<file path="src/rtl/refsched_pkg.sv">
package refsched_pkg;

    typedef enum logic [1:0] {
        ST_IDLE    = 2'd0,
        ST_ACCESS  = 2'd1,
        ST_REFRESH = 2'd2
    } arb_state_t;

endpackage

</file>
<file path="src/rtl/rs_interval_timer.sv">
// Free-running interval timer: emits a one-cycle tick every TICK_CYC cycles.
module rs_interval_timer #(
    parameter int TICK_CYC = 610
) (
    input  logic clk,
    input  logic rst_n,
    output logic tick
);
    localparam int TC_W = (TICK_CYC > 1) ? $clog2(TICK_CYC) : 1;
    localparam logic [TC_W-1:0] LAST = TC_W'(TICK_CYC - 1);

    logic [TC_W-1:0] cnt;

    always_ff @(posedge clk) begin
        if (!rst_n) begin
            cnt <= '0;
        end else if (cnt == LAST) begin
            cnt <= '0;
        end else begin
            cnt <= cnt + 1'b1;
        end
    end

    assign tick = (cnt == LAST);

endmodule

</file>
<file path="src/rtl/rs_debt_counter.sv">
// Counts refreshes that have fallen due but not yet started; saturates.
module rs_debt_counter #(
    parameter int PEND_W = 4
) (
    input  logic clk,
    input  logic rst_n,
    input  logic inc,
    input  logic dec,
    output logic owed
);
    localparam logic [PEND_W-1:0] MAXV = {PEND_W{1'b1}};

    logic [PEND_W-1:0] debt;

    always_ff @(posedge clk) begin
        if (!rst_n) begin
            debt <= '0;
        end else if (inc && !dec) begin
            if (debt != MAXV) begin
                debt <= debt + 1'b1;
            end
        end else if (dec && !inc) begin
            if (debt != '0) begin
                debt <= debt - 1'b1;
            end
        end
    end

    assign owed = (debt != '0);

endmodule

</file>
<file path="src/rtl/rs_row_counter.sv">
// Row address pointer and completed-refresh tally.
module rs_row_counter #(
    parameter int ROW_BITS = 14,
    parameter int CNT_W    = 32
) (
    input  logic                clk,
    input  logic                rst_n,
    input  logic                advance,
    output logic [ROW_BITS-1:0] row,
    output logic [CNT_W-1:0]    total
);
    always_ff @(posedge clk) begin
        if (!rst_n) begin
            row   <= '0;
            total <= '0;
        end else if (advance) begin
            row   <= row + 1'b1;
            total <= total + 1'b1;
        end
    end

endmodule

</file>
<file path="src/rtl/rs_arbiter_fsm.sv">
// Arbiter between row refresh and the normal access port.
module rs_arbiter_fsm
    import refsched_pkg::*;
#(
    parameter int BUSY_CYC = 20
) (
    input  logic clk,
    input  logic rst_n,
    input  logic owed,
    input  logic acc_req,
    output logic take_ref,
    output logic done_ref,
    output logic acc_gnt,
    output logic busy,
    output logic ref_stb
);
    localparam int BC_W = (BUSY_CYC > 1) ? $clog2(BUSY_CYC) : 1;
    localparam logic [BC_W-1:0] BC_LAST = BC_W'(BUSY_CYC - 1);

    arb_state_t      state, nxt;
    logic [BC_W-1:0] busy_cnt;
    logic            last_busy;

    assign last_busy = (busy_cnt == BC_LAST);

    // State register and busy-cycle counter
    always_ff @(posedge clk) begin
        if (!rst_n) begin
            state    <= ST_IDLE;
            busy_cnt <= '0;
        end else begin
            state <= nxt;
            if (state == ST_REFRESH) begin
                busy_cnt <= busy_cnt + 1'b1;
            end else begin
                busy_cnt <= '0;
            end
        end
    end

    // Next-state decision
    always_comb begin
        nxt = state;
        unique case (state)
            ST_IDLE: begin
                if (owed) begin
                    nxt = ST_REFRESH;
                end else if (acc_req) begin
                    nxt = ST_ACCESS;
                end
            end
            ST_ACCESS: begin
                if (!acc_req) begin
                    nxt = owed ? ST_REFRESH : ST_IDLE;
                end
            end
            ST_REFRESH: begin
                if (last_busy) begin
                    nxt = ST_IDLE;
                end
            end
            default: nxt = ST_IDLE;
        endcase
    end

    // Outputs
    always_comb begin
        acc_gnt  = (state == ST_ACCESS);
        busy     = (state == ST_REFRESH);
        ref_stb  = (state == ST_REFRESH) && (busy_cnt == '0);
        take_ref = (nxt == ST_REFRESH) && (state != ST_REFRESH);
        done_ref = (state == ST_REFRESH) && last_busy;
    end

endmodule

</file>
<file path="src/rtl/refresh_scheduler.sv">
module refresh_scheduler #(
    parameter int CLK_MHZ      = 200,
    parameter int RETENTION_US = 50000,
    parameter int ROW_BITS     = 14,
    parameter int REFRESH_NS   = 100,
    parameter int PEND_W       = 4,
    parameter int CNT_W        = 32
) (
    input  logic                clk,
    input  logic                rst_n,
    input  logic                acc_req,
    output logic                acc_gnt,
    output logic                ref_stb,
    output logic [ROW_BITS-1:0] ref_row,
    output logic                busy,
    output logic [CNT_W-1:0]    ref_count
);
    localparam int ROWS     = 1 << ROW_BITS;
    localparam int TICK_CYC = (CLK_MHZ * RETENTION_US) / ROWS;
    localparam int BUSY_CYC = (REFRESH_NS * CLK_MHZ + 999) / 1000;

    logic tick, owed, take_ref, done_ref;

    rs_interval_timer #(.TICK_CYC(TICK_CYC)) u_timer (
        .clk   (clk),
        .rst_n (rst_n),
        .tick  (tick)
    );

    rs_debt_counter #(.PEND_W(PEND_W)) u_debt (
        .clk   (clk),
        .rst_n (rst_n),
        .inc   (tick),
        .dec   (take_ref),
        .owed  (owed)
    );

    rs_arbiter_fsm #(.BUSY_CYC(BUSY_CYC)) u_arb (
        .clk      (clk),
        .rst_n    (rst_n),
        .owed     (owed),
        .acc_req  (acc_req),
        .take_ref (take_ref),
        .done_ref (done_ref),
        .acc_gnt  (acc_gnt),
        .busy     (busy),
        .ref_stb  (ref_stb)
    );

    rs_row_counter #(.ROW_BITS(ROW_BITS), .CNT_W(CNT_W)) u_rows (
        .clk     (clk),
        .rst_n   (rst_n),
        .advance (done_ref),
        .row     (ref_row),
        .total   (ref_count)
    );

endmodule

</file>
<file path="config.mk">
export PLATFORM = sky130hd
export DESIGN_NAME = refresh_scheduler
export DESIGN_NICKNAME = d
export VERILOG_FILES = /design/src/rtl/refsched_pkg.sv /design/src/rtl/rs_interval_timer.sv /design/src/rtl/rs_debt_counter.sv /design/src/rtl/rs_row_counter.sv /design/src/rtl/rs_arbiter_fsm.sv /design/src/rtl/refresh_scheduler.sv
export SDC_FILE = /design/constraint.sdc
export NUM_CORES = 1
export LEC_CHECK = 0
export BUFFER_PORTS_ARGS = -buffer_cell sky130_fd_sc_hd__buf_2
export CORE_MARGIN = 3
export CORE_UTILIZATION = 50
export DETAILED_ROUTE_END_ITERATION = 16
export PLACE_DENSITY = 0.72
export SYNTH_ARGS = -nofsm -noshare
export SYNTH_HDL_FRONTEND = slang
export SYNTH_SLANG_ARGS = --single-unit
</file>
<file path="constraint.sdc">
create_clock -name clk -period 3.8 [get_ports clk]
set_clock_uncertainty 0.2 [all_clocks]
set_input_delay 0.38 -clock clk [delete_from_list [all_inputs] [get_ports clk]]
set_output_delay 0.38 -clock clk [all_outputs]
set_load 0.005 [all_outputs]
</file>
==> reports/summary.json <==
{
  "run_status": {
    "status": "finished clean"
  },
  "setup_path": {
    "crit_fanout": 6,
    "regToRegEndpoint": "u_debt.debt[3]",
    "timing_worst_setup_path_type": "reg -> reg",
    "worst-r2r-cell-count": 10,
    "r2r_slack_ns": 1.13,
    "worst_setup_path_end_kind": "flip-flop",
    "cp_data_arrival_time_ns": 2.72,
    "cp.required_ns": 3.85,
    "worst_r2r_startpoint": "u_timer.cnt[0]",
    "crit_path_start_kind": "flip-flop"
  },
  "global_routing": {
    "grtUsageMet1_pct": 26.22,
    "globalRouteMet2Util_pct": 33.24,
    "globalRouteOverflowTotal": 0,
    "antenna_found_initial": 0,
    "most_utilized_layer_in_the_global_route_result": "met2",
    "grt_first_pass_wirelength_um": 12520,
    "grt_start_max_net_pins": 25,
    "first_global_vias": 2816,
    "groute.usage.overall_pct": 20.63,
    "met3_grt_util_pct": 3.707
  },
  "detailed_routing": {
    "detailroute.via_count": 2972,
    "drt_pre_antenna_iters": 5,
    "detail-route-antenna-nets": 0,
    "avgRoutedWirePerCell_um": 14.27,
    "drtIter0Drc": 187,
    "drc": 0,
    "wirelength_um": 7294,
    "vias_per_cell": 5.816
  },
  "synthesis": {
    "synth_fp_nets": 397,
    "count_leader_synth": "sky130_fd_sc_hd__dfxtp_1",
    "synth_area_leaders": "sky130_fd_sc_hd__dfxtp_1, sky130_fd_sc_hd__nand3_1, sky130_fd_sc_hd__a21oi_1, sky130_fd_sc_hd__nand2_1, sky130_fd_sc_hd__or4_1",
    "ranking_of_synthesized_cells_by_instance_count": "sky130_fd_sc_hd__dfxtp_1, sky130_fd_sc_hd__nand2_1, sky130_fd_sc_hd__nand3_1, sky130_fd_sc_hd__nor2_1, sky130_fd_sc_hd__a21oi_1",
    "ys_warn_count": 0,
    "yosys_most_used_dff": "sky130_fd_sc_hd__dfxtp_1",
    "synth.yosys.seq_area_share_pct": 41.12,
    "syn-mean-instance-area_um2": 8.494,
    "ys_ff_latch": 67,
    "mappedNetlistArea_mm2": 0.003262,
    "netlist_instances": 384,
    "distinct_cells_synth": 39,
    "yosys.area.top_type_share_pct": 41.12,
    "synth_largest_area_cell": "sky130_fd_sc_hd__dfxtp_1",
    "synth_enable_flop_cells": 0,
    "asyncSetResetFlopFracSynth_pct": 0
  },
  "finish": {
    "final_area_mm2": 0.003704,
    "layout-drive-gt1-share_pct": 14.91,
    "total_number_of_nets_in_the_final_design": 448,
    "postLayoutCoreUtil_pct": 60.41,
    "area_overhead_vs_synth_pct": 13.54,
    "antennaDiodeCount": 0
  },
  "cts": {
    "clock-sinks": 67,
    "cts_post_setup_buffers_inserted": 0,
    "clockRootBuffer": "sky130_fd_sc_hd__clkbuf_8",
    "cts_hold_repair.buffers": 0,
    "insertion_delay_ns": 0.33,
    "cts_tree": "done",
    "ctsResizeCount": 0,
    "clk_pin_slew_ns": 0.06,
    "cts_inserted_buffers": 9,
    "htree_num_levels": 3,
    "cts_max_path_buffers": 2
  },
  "floorplan": {
    "std_cell_rows": 28,
    "core_area_mm2": 0.006131,
    "die-height_um": 86.77,
    "die_area_mm2": 0.007529,
    "io_pins": 52,
    "initial_utilization_pct": 53.20,
    "die_width_um": 86.77
  },
  "power_and_ir_drop": {
    "relative_contribution_of_sequential_cells_to_total_power_pct": 59.5,
    "cell_internal_pwr_mw": 0.9344,
    "powerDensity_mw_per_mm2": 321.8,
    "leakagePower_nw": 1.375,
    "p_clk_share_pct": 38.4,
    "power.switching_mw": 0.2575,
    "combinationalPowerShare_pct": 2.0,
    "switching_share_pct": 21.60,
    "vdd_drop_max_mv": 0.2603
  },
  "sta": {
    "min_period_ns": 2.670,
    "setup_total_negative_slack_ns": 0,
    "maximum_frequency_from_static_timing_analysis_mhz": 374.5,
    "fin_hold_ws_ns": 0.09156,
    "worst-slew-pin-transition_ns": 0.8468,
    "setup_ws_post_layout_ns": 1.130,
    "slew_viol_final": 0,
    "grt_setup_unrepaired": "no",
    "min_period_over_period_pct": 70.28,
    "final-hold-violation-count": 0,
    "max-slew-margin-rel_pct": 42.93,
    "finalSetupViolCount": 0
  },
  "placed_design": {
    "hpwl_um": 5215,
    "detailed_place.area_mm2": 0.003567,
    "place_worst_setup_slack_ns": 1.127,
    "port_buffers": 51,
    "globalplace.congestion": 0.8680
  },
  "run": {
    "cap_violations": 0
  },
  "hold_path": {
    "worstHoldPathType": "in -> reg",
    "hold_start": "acc_req",
    "min_to": "u_arb.state[0]",
    "worstHoldPathCells": 3
  }
}
-- power groups by stage --
stage               combinational (mW)  clock [mW]  sequential [mW]
finish                          0.0244       0.458            0.710
floorplan                       0.0177           0            0.724
detailed placement              0.0245           0            0.725
CTS                             0.0245       0.472            0.709
global route                    0.0281       0.500            0.710
global placement                0.0241           0            0.725
-- state kept, by name (all words and copies together) (netlist names) --
name / count
u_rows.total: 32
u_debt.debt: 4
u_timer.cnt: 10
u_arb.busy_cnt: 5
u_rows.row: 14
u_arb.state: 2
-- placed cells by master, fill, tap and decap left out, drive strengths merged, types with 2 or more instances in the layout --
master	Yosys	routed
a21oi	29	29
and2	4	4
and3	6	6
and4	4	4
buf	5	52
clkbuf	7	11
dfxtp	67	67
ha	9	9
inv	12	12
mux2i	8	8
nand2	37	37
nand2b	10	10
nand3	31	31
nand3b	3	3
nand4	13	13
nor2	31	31
nor3	10	10
nor4	7	7
o21a	2	2
o21ai	11	11
o31ai	12	12
o41ai	2	2
or3	9	9
or4	19	19
xnor2	13	13
xor2	12	12
-- per-layer routing --
layer / wire (um) / vias up
met4: 144 / 0
met3: 389 / 14
met2: 3349 / 83
met5: 0 / -
met1: 3411 / 1373
li1: - / 1502
-- logic make-up after synthesis --
logic type | count (synthesis) | synth area share, %
simple gates | 189 | 31.26
flops | 67 | 41.12
xor+xnor | 25 | 6.713
fa+ha+maj | 10 | 4.066
buf+inv | 24 | 2.954
mux | 8 | 2.455
compound gates | 61 | 11.43
-- metrics by stage --
step,power (mW),cells
after CTS,1.206,511
after global placement,0.7491,499
after floorplan,0.7420,384
after global routing,1.238,511
final,1.192,511
after detailed placement,0.7497,499
-- critical path, stage by stage (launching register included) --
cell                       delay, ns
sky130_fd_sc_hd__dfxtp_1        0.40
sky130_fd_sc_hd__ha_1           0.17
sky130_fd_sc_hd__nand4b_1       0.13
sky130_fd_sc_hd__nor4_1         0.30
sky130_fd_sc_hd__ha_1           0.22
sky130_fd_sc_hd__inv_1          0.11
sky130_fd_sc_hd__ha_1           0.33
sky130_fd_sc_hd__a21oi_1        0.19
sky130_fd_sc_hd__a21oi_1        0.09
sky130_fd_sc_hd__o211ai_1       0.21
sky130_fd_sc_hd__mux2i_1        0.24
-- how the worst max path moves through the flow --
stage | start | end | depth (start not counted)
after floorplan | u_timer.cnt[0] | u_debt.debt[3] | 10
after global placement | u_arb.busy_cnt[0] | u_rows.total[24] | 5
after detailed placement | u_timer.cnt[0] | u_debt.debt[3] | 10
after CTS | u_timer.cnt[0] | u_debt.debt[3] | 10
after global routing | u_timer.cnt[0] | u_debt.debt[3] | 10
final | u_timer.cnt[0] | u_debt.debt[3] | 10
-- area by class of cell --
class	instances	area, um^2
well taps	75	93.84
inverters	12	45.04
clock buffers	11	131.4
fillers	560	2427
clock inverters	1	5.005
flip-flops and latches	67	1341
repair buffers	52	262.8
multi-input cells	293	1824
No activity file was read; power rests on OpenSTA's default activity.
